[config.mk]
export PLATFORM = sky130hd
export DESIGN_NAME = irq_status_bank
export DESIGN_NICKNAME = d
export VERILOG_FILES = /design/src/rtl/irqbank_pkg.sv /design/src/rtl/irqbank_ctrl.sv /design/src/rtl/irqbank_datapath.sv /design/src/rtl/irq_status_bank.sv
export SDC_FILE = /design/constraint.sdc
export NUM_CORES = 1
export LEC_CHECK = 0
export ABC_CLOCK_PERIOD_IN_PS = 4800
export BUFFER_PORTS_ARGS = -buffer_cell sky130_fd_sc_hd__buf_4
export CAP_MARGIN = 10
export CORE_ASPECT_RATIO = 0.75
export CORE_MARGIN = 2
export CORE_UTILIZATION = 30
export DETAILED_ROUTE_END_ITERATION = 10
export PLACE_DENSITY_LB_ADDON = 0.1
export SLEW_MARGIN = 15
export SYNTH_ARGS = -nofsm -noshare
export SYNTH_HDL_FRONTEND = slang
export SYNTH_SLANG_ARGS = --single-unit
[constraint.sdc]
create_clock -name clk -period 4.8 [get_ports clk]
set_input_delay 0.96 -clock clk [delete_from_list [all_inputs] [get_ports clk]]
set_output_delay 0.96 -clock clk [all_outputs]
set_load 0.005 [all_outputs]
[src/rtl/irqbank_pkg.sv]
package irqbank_pkg;
  localparam int NUM_SRC = 12;

  // source bit positions
  localparam int SRC_TXLOW    = 0;   // level: transmit below threshold
  localparam int SRC_RXHIGH   = 1;   // level: receive at threshold
  localparam int SRC_TXABORT  = 2;
  localparam int SRC_STOPSEEN = 3;
  localparam int SRC_STRTSEEN = 4;
  localparam int SRC_ACTIVE   = 5;
  localparam int SRC_RXUNDER  = 6;
  localparam int SRC_RXOVER   = 7;
  localparam int SRC_TXOVER   = 8;
  localparam int SRC_RDREQ    = 9;
  localparam int SRC_RXDONE   = 10;
  localparam int SRC_GENCALL  = 11;

  localparam logic [NUM_SRC-1:0] LEVEL_SRC = {{(NUM_SRC-2){1'b0}}, 2'b11};
  localparam logic [NUM_SRC-1:0] CLEARABLE = ~LEVEL_SRC;

  // register word addresses
  localparam int ADDR_RAW     = 0;
  localparam int ADDR_MASKED  = 1;
  localparam int ADDR_MASK    = 2;
  localparam int ADDR_ABORT   = 3;
  localparam int ADDR_CLRALL  = 4;
  localparam int ADDR_CLRBASE = 8;

  typedef enum logic [2:0] {
    SEL_NONE, SEL_RAW, SEL_MASKED, SEL_MASK, SEL_ABORT, SEL_CLRALL, SEL_CLRONE
  } rdSel_e;

  typedef struct packed {
    logic               clrAll;
    logic [NUM_SRC-1:0] clrOne;
    logic               maskWr;
    rdSel_e             rdSel;
  } ctrlStrobe_t;
endpackage

[src/rtl/irqbank_ctrl.sv]
module irqbank_ctrl
  import irqbank_pkg::*;
#(
  parameter int ADDR_W = 5
) (
  input  logic              regRdEn,
  input  logic              regWrEn,
  input  logic [ADDR_W-1:0] regAddr,
  output ctrlStrobe_t       strobe
);
  logic [NUM_SRC-1:0] clrHit;

  // one decoder per source clear address
  for (genvar i = 0; i < NUM_SRC; i++) begin : g_clrdec
    localparam int CLR_ADDR = ADDR_CLRBASE + i;
    assign clrHit[i] = (regAddr == ADDR_W'(CLR_ADDR));
  end

  always_comb begin
    strobe = '0;
    strobe.rdSel = SEL_NONE;
    strobe.maskWr = regWrEn && (regAddr == ADDR_W'(ADDR_MASK));
    if (regRdEn) begin
      if (regAddr == ADDR_W'(ADDR_RAW)) begin
        strobe.rdSel = SEL_RAW;
      end else if (regAddr == ADDR_W'(ADDR_MASKED)) begin
        strobe.rdSel = SEL_MASKED;
      end else if (regAddr == ADDR_W'(ADDR_MASK)) begin
        strobe.rdSel = SEL_MASK;
      end else if (regAddr == ADDR_W'(ADDR_ABORT)) begin
        strobe.rdSel = SEL_ABORT;
      end else if (regAddr == ADDR_W'(ADDR_CLRALL)) begin
        strobe.rdSel = SEL_CLRALL;
        strobe.clrAll = 1'b1;
      end else if (|clrHit) begin
        strobe.rdSel = SEL_CLRONE;
        strobe.clrOne = clrHit & CLEARABLE;
      end
    end
  end
endmodule

[src/rtl/irqbank_datapath.sv]
module irqbank_datapath
  import irqbank_pkg::*;
#(
  parameter int DATA_W  = 32,
  parameter int ABORT_W = 8
) (
  input  logic               clk,
  input  logic               rstN,
  input  ctrlStrobe_t        strobe,
  input  logic [DATA_W-1:0]  wrData,
  input  logic [NUM_SRC-1:0] srcIn,
  input  logic [ABORT_W-1:0] abortReasonIn,
  input  logic               ctrlEnable,
  output logic [DATA_W-1:0]  rdData,
  output logic               irqOut
);
  localparam logic [NUM_SRC-1:0] ACT_BIT = NUM_SRC'(1) << SRC_ACTIVE;

  logic [NUM_SRC-1:0] rawEv, rawStat, maskQ, maskedStat, clrEff, evtPulse;
  logic [ABORT_W-1:0] abortQ;
  logic               irqQ, irqNext, abortPulse, abortClr;
  logic [DATA_W-1:0]  unusedWrBits;

  assign unusedWrBits = wrData & ~DATA_W'({NUM_SRC{1'b1}});

  assign evtPulse = srcIn & CLEARABLE;
  assign clrEff   = strobe.clrAll ? CLEARABLE : (strobe.clrOne & CLEARABLE);

  // event latches: a pulse in the clearing cycle wins
  always_ff @(posedge clk or negedge rstN) begin
    if (!rstN) rawEv <= '0;
    else       rawEv <= evtPulse | (rawEv & ~clrEff);
  end

  assign rawStat    = (rawEv & CLEARABLE) | (srcIn & LEVEL_SRC);
  assign maskedStat = rawStat & maskQ;

  always_ff @(posedge clk or negedge rstN) begin
    if (!rstN)              maskQ <= '0;
    else if (strobe.maskWr) maskQ <= wrData[NUM_SRC-1:0];
  end

  // abort reason accumulates while the abort bit is pending
  assign abortPulse = srcIn[SRC_TXABORT];
  assign abortClr   = clrEff[SRC_TXABORT];

  always_ff @(posedge clk or negedge rstN) begin
    if (!rstN)           abortQ <= '0;
    else if (abortPulse) abortQ <= (abortClr ? '0 : abortQ) | abortReasonIn;
    else if (abortClr)   abortQ <= '0;
  end

  // activity alone only counts while the controller is enabled
  assign irqNext = ctrlEnable ? (|maskedStat) : (|(maskedStat & ~ACT_BIT));

  always_ff @(posedge clk or negedge rstN) begin
    if (!rstN) irqQ <= 1'b0;
    else       irqQ <= irqNext;
  end
  assign irqOut = irqQ;

  always_comb begin
    case (strobe.rdSel)
      SEL_RAW:    rdData = DATA_W'(rawStat);
      SEL_MASKED: rdData = DATA_W'(maskedStat);
      SEL_MASK:   rdData = DATA_W'(maskQ);
      SEL_ABORT:  rdData = DATA_W'(abortQ);
      SEL_CLRALL: rdData = DATA_W'(rawStat);
      SEL_CLRONE: rdData = DATA_W'(|(rawStat & strobe.clrOne));
      default:    rdData = '0;
    endcase
  end

  // an uncleared event bit stays set
  a_r1_event_hold: assert property (@(posedge clk) disable iff (!rstN)
    ((rawEv & ~clrEff) != '0) |=>
      ((rawEv & $past(rawEv & ~clrEff)) == $past(rawEv & ~clrEff)));

  // a pulse is latched even during a clear
  a_r2_set_wins: assert property (@(posedge clk) disable iff (!rstN)
    (evtPulse != '0) |=> ((rawEv & $past(evtPulse)) == $past(evtPulse)));

  // combined clear with no new pulse empties the event bits
  a_r4_clear_all: assert property (@(posedge clk) disable iff (!rstN)
    (strobe.clrAll && evtPulse == '0) |=> (rawEv == '0));

  // zero mask keeps the line low
  a_r7_mask_quiet: assert property (@(posedge clk) disable iff (!rstN)
    (maskQ == '0) |=> !irqOut);

  // abort clear without a new abort empties the reason
  a_r10_abort_clear: assert property (@(posedge clk) disable iff (!rstN)
    (abortClr && !abortPulse) |=> (abortQ == '0));
endmodule

[src/rtl/irq_status_bank.sv]
module irq_status_bank
  import irqbank_pkg::*;
#(
  parameter int DATA_W  = 32,
  parameter int ADDR_W  = 5,
  parameter int ABORT_W = 8
) (
  input  logic               clk,
  input  logic               rstN,
  input  logic               regRdEn,
  input  logic               regWrEn,
  input  logic [ADDR_W-1:0]  regAddr,
  input  logic [DATA_W-1:0]  regWrData,
  output logic [DATA_W-1:0]  regRdData,
  input  logic [NUM_SRC-1:0] srcIn,
  input  logic [ABORT_W-1:0] abortReasonIn,
  input  logic               ctrlEnable,
  output logic               irqOut
);
  ctrlStrobe_t strobe;

  irqbank_ctrl #(.ADDR_W(ADDR_W)) u_ctrl (
    .regRdEn (regRdEn),
    .regWrEn (regWrEn),
    .regAddr (regAddr),
    .strobe  (strobe)
  );

  irqbank_datapath #(.DATA_W(DATA_W), .ABORT_W(ABORT_W)) u_dp (
    .clk           (clk),
    .rstN          (rstN),
    .strobe        (strobe),
    .wrData        (regWrData),
    .srcIn         (srcIn),
    .abortReasonIn (abortReasonIn),
    .ctrlEnable    (ctrlEnable),
    .rdData        (regRdData),
    .irqOut        (irqOut)
  );
endmodule

## Word-level counts from Yosys, hierarchy flattened

Cells that the tools add are included.
W data, S select, Z words.

| storage, ports and cells | value |
|---|---|
| flip-flop bits (word level) | 33 |
| output and inout port bits | 33 |
| logic and storage cells | 60 |

| operators by class | value |
|---|---|
| eq/ne operators | 22 |
| mux-type cells | 20 |
| bitwise logic cells | 7 |
| reduce and logical (&&, ||, !) cells | 7 |

Operators with widths:

| kind | number |
|---|---|
| $mux W13 | 5 |
| $pmux W12 S5 | 1 |
| $eq A5 B4 Y1 const B | 8 |
| $and A12 B12 Y12 | 3 |
| $mux W12 | 3 |
| $reduce_or A12 Y1 | 3 |
| $mux W3 | 7 |
| $eq A5 B5 Y1 const B | 4 |
| $mux W8 | 2 |
| $not A12 Y12 | 1 |
| $or A12 B12 Y12 | 1 |
| $or A12 B2 Y12 | 1 |
| $reduce_or A11 Y1 | 1 |
| $eq A5 B2 Y1 const B | 2 |
| $eq A3 B3 Y1 const B | 3 |
| $or A8 B8 Y8 | 1 |
| $eq A3 B2 Y1 const B | 2 |
| $eq A5 B1 Y1 const B | 1 |
| $eq A5 B3 Y1 const B | 1 |
| $logic_not A5 Y1 | 1 |
| $eq A3 B1 Y1 const B | 1 |
| $mux W1 | 2 |
| $reduce_or A2 Y1 | 1 |
| $logic_and A1 B1 Y1 | 1 |

## Logic depth before layout (Yosys ltp)

| logic depth | value |
|---|---|
| depth after elaboration | 13 |
| depth in mapped cells | 5 |
| depth with buffers taken out | 4 |

## Hierarchy

From an unflattened synthesis, not the netlist that was laid out.

| second synthesis, totals | value |
|---|---|
| cell total of the unflattened synthesis | 195 |
| area total of the unflattened synthesis | 1961.9 um^2 |

By module, submodules not included:

| module | instances | cells an instance | area each (um^2) | seq. area each (um^2) |
|---|---|---|---|---|
| irqbank_datapath | 1 | 159 | 1724.2 | 775.7 |
| irqbank_ctrl | 1 | 36 | 237.7 | 0.0 |

## Worst setup path after synthesis

OpenSTA, ideal clock, no wires.

| timing | value |
|---|---|
| path type | input port to output port |
| start point | input regAddr[1] |
| end point | output regRdData[0] |
| arrival | 1912 ps |
| required time | 3840 ps |
| setup slack | 1928 ps |
| cell stages on the path | 4 |
| cell sequence | buf_2 > mux4_2 > a22oi_1 > nand4_1 |

| between the ends | value |
|---|---|
| longest elaborated chain between the ends | 12 |

Ends and longest elaborated chain:

| item | line | source |
|---|---|---|
| start: declaration | irq_status_bank.sv:12 | `input logic [ADDR_W-1:0] regAddr,` |
| $eq A5 B4 Y1 or $eq A5 B5 Y1 (tied branches) | irqbank_ctrl.sv:16 | `assign clrHit[i] = (regAddr == ADDR_W'(CLR_ADDR));` |
| $reduce_or A12 Y1 | irqbank_ctrl.sv:35 | `end else if (\|clrHit) begin` |
| $mux W12 or $mux W3 (tied branches) | irqbank_ctrl.sv:35 |  |
| $mux W12 or $mux W3 (tied branches) | irqbank_ctrl.sv:32 | `end else if (regAddr == ADDR_W'(ADDR_CLRALL)) begin` |
| $mux W13 or $mux W3 (tied branches) | irqbank_ctrl.sv:30 | `end else if (regAddr == ADDR_W'(ADDR_ABORT)) begin` |
| $mux W13 or $mux W3 (tied branches) | irqbank_ctrl.sv:28 | `end else if (regAddr == ADDR_W'(ADDR_MASK)) begin` |
| $mux W13 or $mux W3 (tied branches) | irqbank_ctrl.sv:26 | `end else if (regAddr == ADDR_W'(ADDR_MASKED)) begin` |
| $mux W13 or $mux W3 (tied branches) | irqbank_ctrl.sv:24 | `if (regAddr == ADDR_W'(ADDR_RAW)) begin` |
| $mux W13 or $mux W3 (tied branches) | irqbank_ctrl.sv:23 | `if (regRdEn) begin` |
| $and A12 B12 Y12 (tied with other cells) | irqbank_datapath.sv:69 | `SEL_CLRONE: rdData = DATA_W'(\|(rawStat & strobe.clrOne));` |
| $reduce_or A12 Y1 or $reduce_or A2 Y1 (tied branches) | n/a |  |
| $pmux W12 S5 * | irqbank_datapath.sv:63 | `case (strobe.rdSel)` |
| end: declaration | irq_status_bank.sv:14 | `output logic [DATA_W-1:0] regRdData,` |

Every way passes the cells marked *; elsewhere a longest branch is shown, timed or not.

## Worst setup path after layout

| timing | value |
|---|---|
| start point | input regAddr[3] |
| end point | output regRdData[3] |

| between the ends | value |
|---|---|
| longest elaborated chain between the ends | 12 |

Ends and longest elaborated chain:

| item | line |
|---|---|
| $eq A5 B4 Y1 or $eq A5 B5 Y1 (tied branches) | irqbank_ctrl.sv:16 |
| $reduce_or A12 Y1 | irqbank_ctrl.sv:35 |
| $mux W3 | irqbank_ctrl.sv:35 |
| $mux W3 | irqbank_ctrl.sv:32 |
| $mux W3 | irqbank_ctrl.sv:30 |
| $mux W3 | irqbank_ctrl.sv:28 |
| $mux W3 | irqbank_ctrl.sv:26 |
| $mux W3 * | irqbank_ctrl.sv:24 |
| $mux W3 * | irqbank_ctrl.sv:23 |
| $eq A3 B1 Y1 or $eq A3 B3 Y1 (tied branches) | irqbank_datapath.sv:63 |
| $reduce_or A2 Y1 (no source line) | n/a |
| $pmux W12 S5 * | irqbank_datapath.sv:63 |

Marks and branches as above.

==> reports/metrics.cfg <==
[critical_path]
crit_fanout = 11
start_kind = input pin
cp.required_ps = 3840
path_class = in2out
end_kind = output pin
cp.arrival_ps = 2420

[sta]
whs_ps = 508.2
finalCriticalPeriod_ps = 3379
finalSetupViolCount = 0
max_freq_mhz = 296.0
skew_ps = 6.231
slew_headroom_pct = 49.18
hold_viol_final = 0
tns_ps = 0
drv_slew = 0
rsz0062_at_grt = false
tightest_slew_ps = 758.3
min_period_over_period_pct = 70.39

[placement]
dp.cells = 298
place.gp.congestion = 0.8124
dp_hpwl_mm = 3.603
port_buffers = 54

[cells_and_area]
fin_nets = 289
multiInputGateArea_um2 = 889.6
n_antenna_cell = 0
drive_above_1_share_pct = 36.84
syn2layout_area_growth_pct = 25.19
seq_area_um2 = 775.7
fin_cells = 306
fin_util_pct = 39.07
nFillCells = 621

[global_route]
grt_usage_pct = 15.34
grt_pass1_wl_mm = 7.810
antenna_found_initial = 0
grt_overflow = 0
grt_max_degree = 32
first_global_vias = 1501

[detailed_routing]
drc_errors = 0
vias = 1503
drtIter0Drc = 81
routed_via_density = 4.912
detail-route-antenna-nets = 0
wl_mm = 4.981
first_pass_iters = 4
wl_per_cell_um = 16.28

[synth]
syn_inst = 176
synth_top_area_cell = dfrtp_1
avgSynthCellArea_um2 = 10.33
synth_commonest_cells = dfrtp_1, buf_4, a22o_1, mux2_2, a22oi_1
synth_top_area_share_pct = 42.67
synthArstFlopShare_pct = 100.0
synthDistinctLibCells = 37
ys_warn_count = 0
synth_area_um2 = 1818
yosys_register_bits = 31
synth_edf_count = 0
yosysMostFrequentCell = dfrtp_1
synth_area_leaders = dfrtp_1, buf_4, mux2_2, a22o_1, a22oi_1
seq_area_frac_synth_pct = 42.67
ys.flop_type = dfrtp_1

[clock_tree]
cts_setup_buffers = 0
cts_buffers = 5
cts-htree-levels = 2
cts_hold_buffers = 0
cts.sinks = 31
cts.clk_slew.worst_paths_ps = 60
insertion_delay_ps = 280
clockBufferDepth = 2
cts-root-buf = clkbuf_8
cts_tree = built
ctsResizeCount = 0

[power]
p_per_area_nw_per_um2 = 276.4
switching_share_pct = 27.85
sequentialPowerShare_pct = 50.2
power_leakage_nw = 1.078
internal_power_mw = 0.4538
pwr-share-clk_pct = 32.4
peakVddDrop_v = 0.0001205
p_total_mw = 0.6290
pwr-share-comb_pct = 17.4
p_switching_mw = 0.1752

[run]
maxCapViolations = 0

[die]
ios = 95
dieArea_um2 = 6705
die_h_um = 71.42
rows = 24
initial_core_util_pct = 31.21
die_x_um = 93.89
core-area_um2 = 5826

[run_status]
status = finished, final reports clean

[hold_path]
hold_class = reg2reg

[metrics by stage]
stage	setup slack (ps)	area (µm²)
after floorplan	1928	1889
after global placement	1404	2195
after detailed placement	1445	2195
after CTS	1435	2276
after global routing	1286	2276
final	1421	2276
[worst paths after layout]
path / start / to / slack (ps) / cells past startpoint
setup / recovery: regAddr[3] / regRdData[3] / 1420 / 6
hold / removal: u_dp.abortQ[5] / u_dp.abortQ[5] / 510 / 1
setup reg to reg: u_dp.maskQ[11] / u_dp.irqOut / 3590 / 3
hold reg to reg: u_dp.abortQ[5] / u_dp.abortQ[5] / 510 / 1
max in group asynchronous: rstN / u_dp.rawEv[6] / 3900 / 1
min in group asynchronous: rstN / u_dp.rawEv[4] / 610 / 1
[cells by family after synthesis]
family / synth area share [%]
AO/OA/AOI/OAI: 23.68
buffers and inverters: 12.32
AND/OR/NAND/NOR: 10.60
flip-flops: 42.67
multiplexers: 10.53
other: 0.2063
[cell type report]
class | instances | area share, %
clock buffers | 7 | 3.353
clock inverters | 1 | 0.2199
inverters | 7 | 1.154
multi-input cells | 128 | 39.09
flip-flops and latches | 31 | 34.08
well taps | 78 | 4.288
repair buffers | 54 | 17.81
[per-layer routing]
layer | GRT usage, % | vias to the layer above | wire (µm)
li1 | - | 712 | -
met1 | 24.13 | 726 | 2546
met2 | 20.87 | 63 | 2025
met3 | 4.522 | 2 | 404
met4 | 2.738 | 0 | 4
met5 | 0 | - | 0
[state kept, by name, summed over array words and instances (netlist names)]
register,flops
u_dp.maskQ,12
u_dp.irqOut,1
u_dp.rawEv,10
u_dp.abortQ,8
[power groups by stage]
stage	Sequential [mW]	Clock, mW	Combinational (mW)
5_1_grt	0.320	0.222	0.121
2_1_floorplan	0.311	0	0.0719
6_report	0.316	0.204	0.109
4_1_cts	0.315	0.211	0.111
3_5_place_dp	0.320	0	0.110
3_3_place_gp	0.320	0	0.110
[worst max-delay path, cell delays in order]
cell,delay [ps]
buf_4,140
nor4b_2,370
and2_1,520
a22oi_1,170
o21ai_1,130
buf_4,140
[placed cells by master, fill, tap and decap left out, types with 5 or more instances in the layout]
master    Yosys  final
a21o_1        7      7
buf_4        20     54
a22o_1       13     13
conb_1        1     20
dfrtp_1      31     31
mux2_2       13     13
a31o_2        6      6
a22oi_1      11     11
a21oi_1       8      8
clkbuf_8      0      5
o21ai_1       7      7
nand2_1       9      9
inv_1         7      7
Note: power is estimated with default switching activity, not from simulation.
